## src/rtl/crc_req_pkg.sv

```systemverilog
package crc_req_pkg;

    localparam logic [2:0] PH_DT_OUT = 3'b000;
    localparam logic [2:0] PH_DT_IN  = 3'b001;
    localparam logic [2:0] PH_IDLE   = 3'b111;
    localparam int         CODE_MAX  = 10;

    typedef enum logic [0:0] {
        ST_ARMED   = 1'b0,
        ST_PENDING = 1'b1
    } req_state_e;

    function automatic logic is_dt(input logic [2:0] ph);
        return (ph == PH_DT_OUT) || (ph == PH_DT_IN);
    endfunction

    // Byte count for a code; zero means automatic requests are off.
    function automatic logic [31:0] ivl_bytes(input logic [3:0] code, input int base);
        if (code >= 4'd1 && int'(code) <= CODE_MAX)
            return 32'd1 << (base + int'(code) - 1);
        return 32'd0;
    endfunction

endpackage

```

## src/rtl/crc_ivl_counter.sv

```systemverilog
module crc_ivl_counter #(
    parameter int BASE_LOG2 = 7,
    parameter int CNT_W     = BASE_LOG2 + 10
) (
    input  logic             clk,
    input  logic             rst_n,
    input  logic [3:0]       code,
    input  logic             clr,
    input  logic             adv,
    input  logic             restart,
    output logic             hit,
    output logic [CNT_W-1:0] cnt_val
);
    logic [31:0] ivl;
    logic [31:0] inc;
    logic        en;

    always_comb begin
        ivl = crc_req_pkg::ivl_bytes(code, BASE_LOG2);
        en  = (ivl != 32'd0);
        inc = 32'(cnt_val) + 32'd1;
        hit = adv && en && (inc >= ivl);
    end

    always_ff @(posedge clk or negedge rst_n) begin
        if (!rst_n)
            cnt_val <= '0;
        else if (clr || hit || restart)
            cnt_val <= '0;
        else if (adv && en)
            cnt_val <= cnt_val + 1'b1;
    end
endmodule

```

## src/rtl/crc_req_fsm.sv

```systemverilog
module crc_req_fsm
    import crc_req_pkg::*;
(
    input  logic clk,
    input  logic rst_n,
    input  logic hit,
    input  logic force_req,
    input  logic active,
    input  logic byte_stb,
    output logic force_ok,
    output logic crc_req,
    output logic req_ok,
    output logic pending
);
    req_state_e state, state_nxt;
    logic       fire;

    always_comb begin
        force_ok  = force_req && active && (state == ST_ARMED);
        fire      = hit || force_ok;
        state_nxt = state;
        unique case (state)
            ST_ARMED:   if (fire) state_nxt = ST_PENDING;
            ST_PENDING: if (!fire && byte_stb) state_nxt = ST_ARMED;
            default:    state_nxt = ST_ARMED;
        endcase
    end

    always_ff @(posedge clk or negedge rst_n) begin
        if (!rst_n) begin
            state   <= ST_ARMED;
            crc_req <= 1'b0;
        end else begin
            state   <= state_nxt;
            crc_req <= fire;
        end
    end

    always_comb begin
        req_ok  = (state == ST_ARMED);
        pending = (state == ST_PENDING);
    end
endmodule

```

## src/rtl/crc_proto_mon.sv

```systemverilog
module crc_proto_mon
    import crc_req_pkg::*;
(
    input  logic       clk,
    input  logic       rst_n,
    input  logic       target_mode,
    input  logic [2:0] bus_phase,
    input  logic       pending,
    input  logic       crc_mismatch,
    input  logic       crc_chk_off,
    input  logic       proto_chk_off,
    output logic       proto_err,
    output logic       crc_err
);
    logic [2:0] prev_phase;
    logic       bad_change;

    always_comb
        bad_change = target_mode && is_dt(prev_phase) && (bus_phase != prev_phase)
                     && !pending && !proto_chk_off;

    always_ff @(posedge clk or negedge rst_n) begin
        if (!rst_n) begin
            prev_phase <= PH_IDLE;
            proto_err  <= 1'b0;
            crc_err    <= 1'b0;
        end else begin
            prev_phase <= bus_phase;
            proto_err  <= bad_change;
            crc_err    <= crc_mismatch && !crc_chk_off;
        end
    end
endmodule

```

## src/rtl/crc_req_gen.sv

```systemverilog
module crc_req_gen #(
    parameter int BASE_LOG2 = 7,
    localparam int CNT_W    = BASE_LOG2 + 10
) (
    input  logic       clk,
    input  logic       rst_n,
    input  logic [3:0] ivl_code,
    input  logic       cnt_clear,
    input  logic       target_mode,
    input  logic [2:0] bus_phase,
    input  logic       byte_stb,
    input  logic       force_req,
    input  logic       crc_mismatch,
    input  logic       crc_chk_off,
    input  logic       proto_chk_off,
    output logic       crc_req,
    output logic       req_ok,
    output logic       proto_err,
    output logic       crc_err
);
    logic             active;
    logic             hit;
    logic             force_ok;
    logic             pending;
    logic [CNT_W-1:0] cnt_val;

    always_comb active = target_mode && crc_req_pkg::is_dt(bus_phase);

    crc_ivl_counter #(.BASE_LOG2(BASE_LOG2), .CNT_W(CNT_W)) u_cnt (
        .clk     (clk),
        .rst_n   (rst_n),
        .code    (ivl_code),
        .clr     (cnt_clear),
        .adv     (active && byte_stb),
        .restart (force_ok),
        .hit     (hit),
        .cnt_val (cnt_val)
    );

    crc_req_fsm u_fsm (
        .clk       (clk),
        .rst_n     (rst_n),
        .hit       (hit),
        .force_req (force_req),
        .active    (active),
        .byte_stb  (byte_stb),
        .force_ok  (force_ok),
        .crc_req   (crc_req),
        .req_ok    (req_ok),
        .pending   (pending)
    );

    crc_proto_mon u_mon (
        .clk           (clk),
        .rst_n         (rst_n),
        .target_mode   (target_mode),
        .bus_phase     (bus_phase),
        .pending       (pending),
        .crc_mismatch  (crc_mismatch),
        .crc_chk_off   (crc_chk_off),
        .proto_chk_off (proto_chk_off),
        .proto_err     (proto_err),
        .crc_err       (crc_err)
    );
endmodule

```

## config.mk

```make
export PLATFORM = sky130hd
export DESIGN_NAME = crc_req_gen
export DESIGN_NICKNAME = d
export VERILOG_FILES = /design/src/rtl/crc_req_pkg.sv /design/src/rtl/crc_ivl_counter.sv /design/src/rtl/crc_req_fsm.sv /design/src/rtl/crc_proto_mon.sv /design/src/rtl/crc_req_gen.sv
export SDC_FILE = /design/constraint.sdc
export NUM_CORES = 1
export LEC_CHECK = 0
export CORE_MARGIN = 4
export CORE_UTILIZATION = 57
export CTS_CLUSTER_SIZE = 14
export DETAILED_ROUTE_END_ITERATION = 12
export GPL_TIMING_DRIVEN = 0
export PLACE_DENSITY = 0.8
export REMOVE_ABC_BUFFERS = 1
export SLEW_MARGIN = 0
export SYNTH_ARGS = -nofsm -noshare
export SYNTH_HDL_FRONTEND = slang
export SYNTH_HIERARCHICAL = 1
export SYNTH_SLANG_ARGS = --single-unit
```

## constraint.sdc

```tcl
create_clock -name clk -period 3.2 [get_ports clk]
set_clock_uncertainty 0.05 [all_clocks]
set_input_delay 0.48 -clock clk [delete_from_list [all_inputs] [get_ports clk]]
set_output_delay 0.48 -clock clk [all_outputs]
set_load 0.02 [all_outputs]
```

==> flow_summary.yaml <==
logic_synthesis:
  synth_flop_cell: "dfrtp_1"
  avgSynthCellArea_sq_um: 8.885
  synth_edf_count: 0
  yosysSeqAreaShare_pct: 29.83
  synthArstFlopShare_pct: 100.0
  synth_area_sq_mm: 0.002026
  synth_cells: 228
  yosys_warnings: 6
  synth_seq_cells: 24
  ys_types: 52
power:
  clock_power_share_pct: 32.5
  pwr-share-seq_pct: 46.2
  cellLeakagePower_nw: 1.025
  cell_internal_pwr_mw: 0.5019
  swShare_pct: 25.72
  ir_drop_v: 0.0002616
  cellPowerDensity_mw_per_mm2: 280.5
  power.switching_mw: 0.1738
  comb_power_share_pct: 21.3
clock_tree:
  numCtsBuffers: 3
  clkSlewWorstSetupHoldPaths_ns: 0.13
  cts_root_buffer: "clkbuf_4"
  cts_sinks: 24
  cts.htree.levels: 1
  cts_tree: "built"
  clockBufferDepth: 2
  insertion_delay_ns: 0.32
die:
  io_pins: 20
  fp.dieW_um: 67.62
  die_h_um: 67.62
  die-area_sq_mm: 0.004572
  fp.coreArea_sq_mm: 0.003390
  rows: 21
  initial_core_util_pct: 59.76
placement:
  port-buffer-count: 19
  hpwl_mm: 3.189
  place_area_sq_mm: 0.002235
  gp_congestion: 0.9040
detailed_routing:
  drtIter0Drc: 125
  wl_met1_mm: 2.129
  detail-route-antenna-nets: 0
  wl_per_cell_um: 15.02
  wl_met3_um: 191
  routed_via_density: 5.896
  via_count: 1751
  drcViolationCount: 0
  met2_length_mm: 2.093
  routed_wl_mm: 4.461
  firstDrtPassIters: 4
  top_layer: "met4"
job:
  max_cap_viol_count: 0
setup_path:
  path_buf_inv: 0
  worst-path-stages: 11
  cpMostUsedCell: "nand4_1"
  crit_type: "reg2reg"
  slowest_delay_ns: 0.45
  end_kind: "register"
  path_delay_family: "simple AND/OR/NAND/NOR gates"
  reg2regPathDepth: 11
  cp_max_fo: 6
  cp-start-kind: "register"
  critical_path.cell_chain: "ha_2 -> nand3_4 -> nor3_4 -> nand4_1 -> xnor2_2 -> ha_1 -> nand4_1 -> nor3_2 -> a32oi_2 -> a31o_2 -> a32o_1"
  crit_slowest_cell: "dfrtp_1"
  cp.arrival_ns: 3.26
  worstPathRequired_ns: 3.37
grt:
  grt_max_degree: 25
  grt_usage_pct: 21.79
  overflow: 0
  grt_pass1_vias: 1615
  antenna_found_initial: 0
  grt_pass1_wl_mm: 7.486
timing:
  worst_pin_slew_ns: 1.057
  maxSlewHeadroom_pct: 29.31
  fmax_mhz: 324.0
  min_period_ns: 3.086
  hold_viol_final: 0
  report.final.slew_viol_count: 0
  hold_ws_ns: 0.5075
  min_period_over_period_pct: 96.44
  setup-violations-final: 0
finish:
  final_cell_area_sq_mm: 0.002409
  synthToLayoutAreaGrowth_pct: 18.90
  layout-drive-gt1-share_pct: 14.74
  diodes: 0
  nets: 288
status:
  status: "finished clean"
min_path:
  hp-class: "reg2reg"
  hold_path_depth: 1
==> layout make-up <==
cell class | count | area, sq um
inverter | 8 | 30.03
fill | 260 | 980.9
clock buffer | 3 | 22.52
multi-input combinational | 188 | 1408
timing repair buffer | 27 | 256.5
tap | 46 | 57.56
sequential | 24 | 604.3
clock inverter | 1 | 30.03
==> layer usage <==
layer,GRT usage [%],vias up
li1,-,875
met1,30.86,828
met2,34.51,44
met3,1.997,4
met4,7.595,0
met5,0,-
==> synthesized netlist by cell type (all sizes together), types with 2 or more instances <==
cell type / count / share of area (%)
nand2: 31 / 5.7
dfrtp: 21 / 26
ha: 20 / 12
nor2: 17 / 3.2
xnor2: 17 / 7.4
nand3: 12 / 3.8
a211oi: 10 / 4.0
a21oi: 9 / 2.4
inv: 8 / 1.5
o21ai: 8 / 2.0
nand4: 7 / 2.2
xor2: 7 / 3.0
clkbuf: 6 / 1.1
nor3: 5 / 1.8
a32o: 4 / 2.0
nand2b: 4 / 1.6
nor2b: 4 / 1.2
a21o: 3 / 1.1
a31oi: 3 / 1.2
dfstp: 3 / 3.9
nor4: 3 / 1.7
a211o: 2 / 0.86
and3: 2 / 0.62
buf: 2 / 0.80
nor3b: 2 / 0.74
o41ai: 2 / 1.2
or2: 2 / 0.62
==> placed cells by master (no fill, tap or decap), types with 8 or more instances in the layout <==
| cell type | count |
|---|---|
| a211oi_1 | 9 |
| dfrtp_1 | 21 |
| inv_1 | 8 |
| clkdlybuf4s50_1 | 17 |
| ha_1 | 18 |
| nor2_1 | 16 |
| nand3_1 | 9 |
| xnor2_1 | 16 |
| o21ai_0 | 8 |
| nand2_1 | 31 |
==> kinds of logic after synthesis <==
logic type / count (synthesis) / share of synthesized area [%]
buffers and inverters: 16 / 3.397
other: 1 / 0.1851
DFF: 24 / 29.83
xor gates and xnor gates: 24 / 10.38
adders and majority gates: 20 / 12.35
AOI/OAI and AO/OA: 48 / 17.97
and+or+nand+nor: 95 / 25.88
==> power groups by stage <==
stage / Sequential, mW / Combinational (mW) / Clock [mW]
floorplan: 0.319 / 0.0636 / 0
global placement: 0.318 / 0.117 / 0
detailed placement: 0.318 / 0.117 / 0
CTS: 0.312 / 0.140 / 0.229
global route: 0.313 / 0.155 / 0.242
finish: 0.312 / 0.144 / 0.220
==> flip-flops by register name, summed over array words and instances (netlist names) <==
signal and flops:
u_cnt/cnt_val 17, u_mon/prev_phase 3, u_fsm/crc_req 1, u_fsm/pending 1
u_mon/crc_err 1, u_mon/proto_err 1
==> per-stage QoR <==
stage          setup TNS, ns  total power, mW  std cells  util, %  setup WS, ns
4_1_cts                    0           0.6809        292    69.36      0.003724
3_5_place_dp          -16.32           0.4352        285    65.93       -0.9835
2_1_floorplan              0           0.3829        220        -        0.3020
5_1_grt               -1.096           0.7108        297    71.06      -0.07775
6_report                   0           0.6757        297    71.06        0.1140
3_3_place_gp          -15.78           0.4347        285    65.93       -0.9290
==> worst paths after layout <==
kind / endpoint / start / slack [ns]
min in group asynchronous: u_cnt/cnt_val[2]$_DFFE_PN0P_ / rst_n / 0.66
setup / recovery: u_cnt/cnt_val[11]$_DFFE_PN0P_ / u_cnt/cnt_val[0]$_DFFE_PN0P_ / 0.11
hold reg to reg: u_fsm/pending$_DFF_PN0_ / u_fsm/pending$_DFF_PN0_ / 0.51
hold / removal: u_fsm/pending$_DFF_PN0_ / u_fsm/pending$_DFF_PN0_ / 0.51
setup reg to reg: u_cnt/cnt_val[11]$_DFFE_PN0P_ / u_cnt/cnt_val[0]$_DFFE_PN0P_ / 0.11
max in group asynchronous: u_cnt/cnt_val[14]$_DFFE_PN0P_ / rst_n / 1.80
==> what timing repair did <==
action | CTS | global route
hold buffers | 0 | 0
pin swaps | 4 | 2
gates resized for setup | 7 | 7
setup endpoints to repair | 19 | 19
buffers inserted | 3 | 5
(Power assumes the default switching activity.)
